<file path="src/rtl/pcr_gate_pkg.sv">
package pcr_gate_pkg;

  typedef enum logic [1:0] {
    ST_IDLE    = 2'd0,
    ST_PASS    = 2'd1,
    ST_BLOCK   = 2'd2,
    ST_RECOVER = 2'd3
  } gate_state_e;

  function automatic int unsigned max_u(input int unsigned a, input int unsigned b);
    return (a > b) ? a : b;
  endfunction

endpackage

</file>
<file path="src/rtl/pcr_weighted_delay.sv">
module pcr_weighted_delay #(
  parameter int unsigned STAGES      = 5,
  parameter int unsigned STEP_CYCLES = 8,
  parameter int unsigned TIMER_W     = 8
) (
  input  logic [STAGES-1:0]  steps_i,
  output logic [TIMER_W-1:0] delay_o
);

  logic [TIMER_W-1:0] partial [STAGES+1];

  assign partial[0] = '0;

  // one switched stage per bit, weight doubling per stage
  for (genvar g = 0; g < STAGES; g++) begin : g_stage
    localparam int unsigned WEIGHT = (32'd1 << g) * STEP_CYCLES;
    localparam logic [TIMER_W-1:0] WEIGHT_W = TIMER_W'(WEIGHT);
    assign partial[g+1] = partial[g] + (steps_i[g] ? WEIGHT_W : '0);
  end

  assign delay_o = partial[STAGES];

endmodule

</file>
<file path="src/rtl/pcr_window_fsm.sv">
module pcr_window_fsm
  import pcr_gate_pkg::*;
#(
  parameter int unsigned CELL_BYTES     = 53,
  parameter int unsigned RECOVER_CYCLES = 2,
  parameter int unsigned TIMER_W        = 8
) (
  input  logic               clk_i,
  input  logic               rst_ni,
  input  logic               beat_valid_i,
  input  logic               beat_sop_i,
  input  logic [TIMER_W-1:0] delay_i,
  output logic               accept_o,
  output logic               open_o,
  output logic               discard_o
);

  localparam int unsigned BEAT_W = $clog2(CELL_BYTES + 1);
  localparam logic [BEAT_W-1:0]  LAST_BEAT = BEAT_W'(CELL_BYTES - 1);
  localparam logic [TIMER_W-1:0] REC_W     = TIMER_W'(RECOVER_CYCLES);
  localparam logic [TIMER_W-1:0] ONE_T     = TIMER_W'(1);

  gate_state_e        state_q, state_d;
  logic [BEAT_W-1:0]  beat_q, beat_d;
  logic [TIMER_W-1:0] timer_q, timer_d;

  always_comb begin
    state_d   = state_q;
    beat_d    = beat_q;
    timer_d   = timer_q;
    accept_o  = 1'b0;
    open_o    = 1'b0;
    discard_o = 1'b0;
    unique case (state_q)
      ST_IDLE: begin
        // only a real start flag opens a window
        if (beat_valid_i && beat_sop_i) begin
          accept_o = 1'b1;
          open_o   = 1'b1;
          if (CELL_BYTES == 1) begin
            timer_d = delay_i;
            state_d = (delay_i == '0) ? ST_IDLE : ST_BLOCK;
          end else begin
            beat_d  = BEAT_W'(1);
            state_d = ST_PASS;
          end
        end
      end
      ST_PASS: begin
        if (beat_valid_i) begin
          accept_o = 1'b1;
          if (beat_q == LAST_BEAT) begin
            beat_d  = '0;
            timer_d = delay_i;
            state_d = (delay_i == '0) ? ST_IDLE : ST_BLOCK;
          end else begin
            beat_d = beat_q + BEAT_W'(1);
          end
        end
      end
      ST_BLOCK, ST_RECOVER: begin
        discard_o = beat_valid_i && beat_sop_i;
        if (timer_q <= ONE_T) begin
          if (state_q == ST_BLOCK && RECOVER_CYCLES != 0) begin
            timer_d = REC_W;
            state_d = ST_RECOVER;
          end else begin
            timer_d = '0;
            state_d = ST_IDLE;
          end
        end else begin
          timer_d = timer_q - ONE_T;
        end
      end
      default: state_d = ST_IDLE;
    endcase
  end

  always_ff @(posedge clk_i or negedge rst_ni) begin
    if (!rst_ni) begin
      state_q <= ST_IDLE;
      beat_q  <= '0;
      timer_q <= '0;
    end else begin
      state_q <= state_d;
      beat_q  <= beat_d;
      timer_q <= timer_d;
    end
  end

endmodule

</file>
<file path="src/rtl/pcr_cell_counters.sv">
module pcr_cell_counters #(
  parameter int unsigned CNT_W = 32
) (
  input  logic             clk_i,
  input  logic             rst_ni,
  input  logic             pass_inc_i,
  input  logic             drop_inc_i,
  output logic [CNT_W-1:0] pass_count_o,
  output logic [CNT_W-1:0] drop_count_o
);

  always_ff @(posedge clk_i or negedge rst_ni) begin
    if (!rst_ni) begin
      pass_count_o <= '0;
      drop_count_o <= '0;
    end else begin
      if (pass_inc_i) pass_count_o <= pass_count_o + CNT_W'(1);
      if (drop_inc_i) drop_count_o <= drop_count_o + CNT_W'(1);
    end
  end

endmodule

</file>
<file path="src/rtl/pcr_gate_policer.sv">
module pcr_gate_policer
  import pcr_gate_pkg::*;
#(
  parameter int unsigned DATA_W         = 8,
  parameter int unsigned CELL_BYTES     = 53,
  parameter int unsigned STAGES         = 5,
  parameter int unsigned STEP_CYCLES    = 8,
  parameter int unsigned RECOVER_CYCLES = 2,
  parameter int unsigned CNT_W          = 32
) (
  input  logic              clk_i,
  input  logic              rst_ni,
  input  logic              in_valid_i,
  input  logic              in_sop_i,
  input  logic [DATA_W-1:0] in_data_i,
  input  logic [STAGES-1:0] idle_steps_i,
  output logic              out_valid_o,
  output logic              out_sop_o,
  output logic [DATA_W-1:0] out_data_o,
  output logic [CNT_W-1:0]  pass_count_o,
  output logic [CNT_W-1:0]  discard_count_o
);

  localparam int unsigned MAX_DELAY = ((32'd1 << STAGES) - 1) * STEP_CYCLES;
  localparam int unsigned TIMER_MAX = max_u(MAX_DELAY, RECOVER_CYCLES);
  localparam int unsigned TIMER_W   = $clog2(TIMER_MAX + 2);

  logic [STAGES-1:0]  setting_q;
  logic [TIMER_W-1:0] delay_cycles;
  logic               accept, open_win, discard;

  pcr_weighted_delay #(
    .STAGES     (STAGES),
    .STEP_CYCLES(STEP_CYCLES),
    .TIMER_W    (TIMER_W)
  ) delay_i (
    .steps_i(setting_q),
    .delay_o(delay_cycles)
  );

  pcr_window_fsm #(
    .CELL_BYTES    (CELL_BYTES),
    .RECOVER_CYCLES(RECOVER_CYCLES),
    .TIMER_W       (TIMER_W)
  ) fsm_i (
    .clk_i       (clk_i),
    .rst_ni      (rst_ni),
    .beat_valid_i(in_valid_i),
    .beat_sop_i  (in_sop_i),
    .delay_i     (delay_cycles),
    .accept_o    (accept),
    .open_o      (open_win),
    .discard_o   (discard)
  );

  pcr_cell_counters #(
    .CNT_W(CNT_W)
  ) cnt_i (
    .clk_i       (clk_i),
    .rst_ni      (rst_ni),
    .pass_inc_i  (open_win),
    .drop_inc_i  (discard),
    .pass_count_o(pass_count_o),
    .drop_count_o(discard_count_o)
  );

  // setting is held for the whole window it was sampled with
  always_ff @(posedge clk_i or negedge rst_ni) begin
    if (!rst_ni) begin
      setting_q <= '0;
    end else if (open_win) begin
      setting_q <= idle_steps_i;
    end
  end

  always_ff @(posedge clk_i or negedge rst_ni) begin
    if (!rst_ni) begin
      out_valid_o <= 1'b0;
      out_sop_o   <= 1'b0;
      out_data_o  <= '0;
    end else begin
      out_valid_o <= accept;
      out_sop_o   <= open_win;
      if (accept) out_data_o <= in_data_i;
    end
  end

endmodule

</file>
<file path="config.mk">
export PLATFORM = sky130hd
export DESIGN_NAME = pcr_gate_policer
export DESIGN_NICKNAME = d
export VERILOG_FILES = /design/src/rtl/pcr_gate_pkg.sv /design/src/rtl/pcr_weighted_delay.sv /design/src/rtl/pcr_window_fsm.sv /design/src/rtl/pcr_cell_counters.sv /design/src/rtl/pcr_gate_policer.sv
export SDC_FILE = /design/constraint.sdc
export NUM_CORES = 1
export LEC_CHECK = 0
export ABC_CLOCK_PERIOD_IN_PS = 4400
export BUFFER_PORTS_ARGS = -buffer_cell sky130_fd_sc_hd__buf_2
export CAP_MARGIN = 40
export CORE_ASPECT_RATIO = 0.75
export CORE_MARGIN = 5
export CORE_UTILIZATION = 39
export CTS_CLUSTER_DIAMETER = 40
export DETAILED_ROUTE_END_ITERATION = 12
export GPL_TIMING_DRIVEN = 0
export SLEW_MARGIN = 5
export SYNTH_ARGS = -nofsm -noshare
export SYNTH_HDL_FRONTEND = slang
export SYNTH_SLANG_ARGS = --single-unit
export TNS_END_PERCENT = 5
</file>
<file path="constraint.sdc">
create_clock -name clk_i -period 4.4 [get_ports clk_i]
set_input_delay 0.22 -clock clk_i [delete_from_list [all_inputs] [get_ports clk_i]]
set_output_delay 0.22 -clock clk_i [all_outputs]
set_load 0.1 [all_outputs]
</file>
# Word level (Yosys, flattened, before mapping)
# Cells that the tools add are included.
totals:
  ff_bits: 95
  latch_bits: 0
  mem_bits_rw: 0
  rom_bits: 0
  inputBits: 17
  output_inout_bits: 74
  mem_count: 0
classes:
  add_sub_neg: 8
  mul: 0
  n_div: 0
  magnitude_cmp: 1
  eq_ne: 8
  shift: 0
  muxes: 26
  bitwise_logic: 0
  reduce_logical: 9
ops:
  columns: ["op", "count"]
  rows:
  - ["adder 32 x 1 -> 32 bit, second input constant", 2]
  - ["adder 8 bit", 4]
  - ["2-to-1 mux 8 bit", 4]
  - ["2-to-1 mux 6 bit", 4]
  - ["case mux 8 bit (2 select lines)", 1]
  - ["2-to-1 mux 2 bit", 7]
  - ["case mux 6 bit (2 select lines)", 1]
  - ["<= comparator 8 x 1 -> 1 bit, second input constant", 1]
  - ["logical NOT 8 bit", 1]
  - ["subtractor 8 x 1 -> 8 bit, second input constant", 1]
  - ["2-to-1 mux 7 bit", 1]
  - ["adder 6 x 1 -> 6 bit, second input constant", 1]
  - ["== test 6 bit, second input constant", 1]
  - ["inequality test 2 x 1 -> 1 bit, second input constant", 3]
  - ["case mux 2 bit (3 select lines)", 1]
  - ["AND reduction 3 bit", 2]
  - ["2-to-1 mux 5 bit", 1]
  - ["== test 2 bit, second input constant", 2]
  - ["2-to-1 mux 1 bit", 4]
  - ["2-to-1 mux 4 bit", 1]
  - ["AND reduction 4 bit", 1]
  - ["nonzero test 2 bit", 2]
  - ["== test 2 x 1 -> 1 bit, second input constant", 1]
  - ["logical NOT 2 bit", 1]
  - ["other kinds (4)", 4]

# Longest topological paths before layout
logic_depth:
  ltp_word: 10
  mapped_depth: 7

# By module
# A second synthesis with hierarchy kept.
unflattened:
  hier_cells: 403
  area_unflattened_um2: 4633.2
modules_own_cells:
  columns: ["mod", "instances", "cells_per_inst", "area_per_inst_um2", "seq_area_each_um2"]
  rows:
  - ["pcr_cell_counters", 1, 253, 2955.3, 1601.5]
  - ["pcr_window_fsm", 1, 112, 1051.0, 400.4]
  - ["pcr_gate_policer", 1, 29, 563.0, 375.4]
  - ["pcr_weighted_delay", 1, 9, 63.8, 0.0]

# Worst setup path before layout
# Ideal clock, no wire load.
synth_timing:
  path_kind: "register -> register"
  start: "register cnt_i.drop_count_o[11]"
  end: "register cnt_i.drop_count_o[25]"
  arrival_ns: 2.260
  t_required_ns: 4.242
  path_slack_ns: 1.982
  stages_incl_launch_ff: 6
  cell_sequence: "dfrtp_1 and4_1 nand4_2 nor4_4 nand3_1 xnor2_1"
synth_via:
  elab_chain_len: 1
synth_lines:
  columns: ["element", "line", "text"]
  rows:
  - ["from (decl)", "pcr_cell_counters.sv:9", "output logic [CNT_W-1:0] drop_count_o"]
  - ["from (signal assigned)", "pcr_cell_counters.sv:18", "if (drop_inc_i) drop_count_o <= drop_count_o + CNT_W'(1);"]
  - ["adder 32 x 1 -> 32 bit", "pcr_cell_counters.sv:18", null]
# Every way passes these cells.
# A chain may end at the register's enable or synchronous reset.

# Worst setup path in the final report
layout_timing:
  start: "register fsm_i.state_q[0]"
  end: "register cnt_i.pass_count_o[20]"
layout_via:
  elab_chain_len: 2
layout_lines:
  columns: ["element", "line", "text"]
  rows:
  - ["from (decl)", "pcr_window_fsm.sv:23", "gate_state_e state_q, state_d;"]
  - ["from (signal assigned)", "pcr_window_fsm.sv:85", "state_q <= state_d;"]
  - ["logical NOT 2 bit", "pcr_window_fsm.sv:34", "unique case (state_q)"]
  - ["2-to-1 mux 1 bit", "pcr_window_fsm.sv:34", null]
  - ["to (signal assigned)", "pcr_cell_counters.sv:17", "if (pass_inc_i) pass_count_o <= pass_count_o + CNT_W'(1);"]
  - ["to (decl)", "pcr_cell_counters.sv:8", "output logic [CNT_W-1:0] pass_count_o,"]
# Every way passes these cells.

==> out/qor.txt <==
Slew of the pin with the lowest slew margin: 541 ps
P per Cell Area: 385 nW/um^2
Highest-count cells in the layout ignoring fill and taps: 95 x dfrtp_1, 92 x buf_2, 56 x nand2_1
Final Hold Viols: 0
Cells on Worst Hold Path: 3
Reg2Reg Capture Point: cnt_i.pass_count_o[20]
Status: complete, no violations
Ys Warns: 0
Global-route usage over all layers: 0.144
Vias/cell: 4.97
# diodes: 0
Vias: 3,172
Mapped Area: 4370 sq um
Final Routed Wirelength: 9.15 mm
Setup slack at placement: 2480 ps
Fin crit period: 1860 ps
Final GP Congestion: 0.846
Fraction of layout instances using a drive strength above 1: 0.253
Data required, critical path: 4660 ps
Clock transition at path regs: 60 ps
Reg-to-reg startpoint: fsm_i.state_q[0]
Global route overflow: 0
LEAKAGE: 2.78 nW
Reg2reg setup slack: 2540 ps
DRC Markers: 0
Number of buffers created by CTS: 9
Final slew viol count: 0
Skew-Pair Late Insertion Delay: 340 ps
Full die area: 13,400 sq um
Worst path arrival time: 2130 ps
Final worst slack: 2540 ps
Setup TNS Final: 0 ps
Fillers: 1,016
WHS Endpoint: setting_q[4]
Multi-input logic area: 1910 sq um
Slowest cell on the critical path: dfrtp_1
Worst hold start: idle_steps_i[4]
Largest net degree at the start of global routing: 57
Fin crit share: 0.424
Yosys cell types: 49
Vias in the first global route: 3,164
Clock sinks: 95
Drt wl/cell: 14.3 microns
Top_reg_cell synth: dfrtp_1
Synth Net Count: 414
Commonest non-fill, non-tap cell in the layout: dfrtp_1
Seq cells post-synth: 95
Setup bufs post-CTS: 0
Layout Utilization: 0.487
Initial antenna violation count: 0
Critical path endpoint category: flop
DP Area: 5020 sq um
Initial DRC Count: 165
Finished Layout Cells: 638
Fmax: 0.536 GHz
Post-synth EDFFs: 0
Core area: 10,900 sq um
Starting Density: 0.399
Area Growth Syn to Fin: 22.0%
CTS tree: built
CP max FO: 7
CTS Root Cell: clkbuf_16
Crit Path Class: reg -> reg
DR pass1 iterations: 4
Layout net count: 516
Max-capacitance violation count: 0
Async SR Flop Fraction: 1.00
CP peak stage delay: 450 ps
Worst-path cell chain: nand4bb_4 > nor3_2 > and2_1 > buf_2 > and4_1 > xor2_1
Avg Cell Area, Syn: 11.2 sq um
Sequential cell area fraction in the yosys report: 0.544
Fin area: 5330 sq um
Peak VDD IR: 219 uV
Inst Count DP: 621
Num rows: 33
DIE HEIGHT: 102 microns
First-pass GRT wire length: 15.7 mm
HP Class: in -> reg
HPWL Detailed: 6.77 mm
Clk buf depth: 2
Worst setup SP type: flop
Worst Skew: 5.88 ps
Sequential cell area: 2380 sq um
Worst slew margin relative to its limit: 0.639
Routed Antenna Nets: 0
I/O pin cnt: 91
Port bufs: 89
R2r worst-path depth: 6
RSZ-0062 raised after global routing: no
# setup viols final: 0
CTS H-Tree Depth: 3
Mapped Cells: 391
Die Width: 132 microns
[critical path: cells and delay by family (launching register included)]
family	cells	cell delay, ps
and+or+nand+nor	4	1020
DFF	1	450
buffers and inverters	1	160
xor gates and xnor gates	1	160
[cell type report]
type / instances / share of cell area
timing repair buffer: 91 / 0.0911
clock inverter: 6 / 0.0134
inverter: 10 / 0.00705
clock buffer: 10 / 0.0430
tap: 140 / 0.0329
multi-input combinational: 277 / 0.358
buffer: 9 / 0.00798
sequential: 95 / 0.446
[cell usage after synthesis, types with 2 or more instances]
library cell / instances / area (sq um)
clkbuf_1: 4 / 15.0
nor4_1: 3 / 18.8
o21ai_0: 5 / 25.0
nand2_1: 56 / 210
xnor2_1: 43 / 377
o211ai_1: 2 / 15.0
nor3_2: 4 / 40.0
nand4_1: 17 / 106
and4_1: 6 / 52.6
o31ai_1: 2 / 15.0
nand3b_1: 2 / 15.0
nor2_1: 15 / 56.3
ha_1: 6 / 75.1
nor4_2: 2 / 25.0
mux2i_1: 5 / 50.1
nand3_1: 21 / 105
mux2_2: 2 / 22.5
dfrtp_1: 95 / 2380
and2_1: 2 / 12.5
a21oi_1: 5 / 25.0
and3_1: 13 / 81.3
nor3_1: 11 / 55.1
buf_2: 4 / 20.0
o31a_1: 2 / 17.5
mux2_1: 7 / 78.8
xor2_1: 25 / 219
inv_1: 10 / 37.5
[worst max-delay path by stage]
stage                     slack [ps]  cells past startpoint                     end                   start
after floorplan                 1980                      5  cnt_i.drop_count_o[25]  cnt_i.drop_count_o[11]
after global placement          2140                      1  cnt_i.pass_count_o[23]                  rst_ni
after detailed placement        2480                      5  cnt_i.pass_count_o[31]        fsm_i.state_q[0]
after CTS                       2490                      5  cnt_i.pass_count_o[31]        fsm_i.state_q[0]
after global routing            2340                      5  cnt_i.pass_count_o[31]        fsm_i.state_q[0]
final                           2540                      6  cnt_i.pass_count_o[20]        fsm_i.state_q[0]
[sequential cells by signal, indices dropped and copies added (netlist names), 5 cells and up, named ones only]
name / cells
setting_q: 5
cnt_i.pass_count_o: 32
fsm_i.beat_q: 6
cnt_i.drop_count_o: 32
out_data_o: 8
fsm_i.timer_q: 8
[metrics by stage]
step	hold WS [ps]	total power [W]
after floorplan	-75.6	0.00121
after global placement	415	0.00128
after detailed placement	245	0.00129
after CTS	57.8	0.00208
after global routing	69.0	0.00214
final	71.7	0.00205
[timing repair]
action / 4_1_cts / 5_1_grt
endpoints found under the hold margin: 39 / 0
hold buffers: 1 / 0
gates resized for setup: 0 / 0
[report_power, final]
group,switching (W),internal [W]
Clock,0.000335,0.000443
Sequential,0.0000335,0.000905
Combinational,0.000273,0.0000592
Total,0.000641,0.00141
[logic make-up after synthesis]
family | share of synthesized area
simple gates | 0.210
flops | 0.544
xor+xnor | 0.136
compound gates | 0.0387
buf+inv | 0.0183
mux | 0.0347
fa+ha+maj | 0.0172
[per-layer routing]
metal / global-route usage / routed length (microns) / up-vias
met2: 0.209 / 3880 / 77
li1: - / - / 1556
met5: 0 / 0 / -
met3: 0.0462 / 513 / 11
met1: 0.207 / 4640 / 1528
met4: 0.0446 / 121 / 0
(Power assumes the default switching activity.)
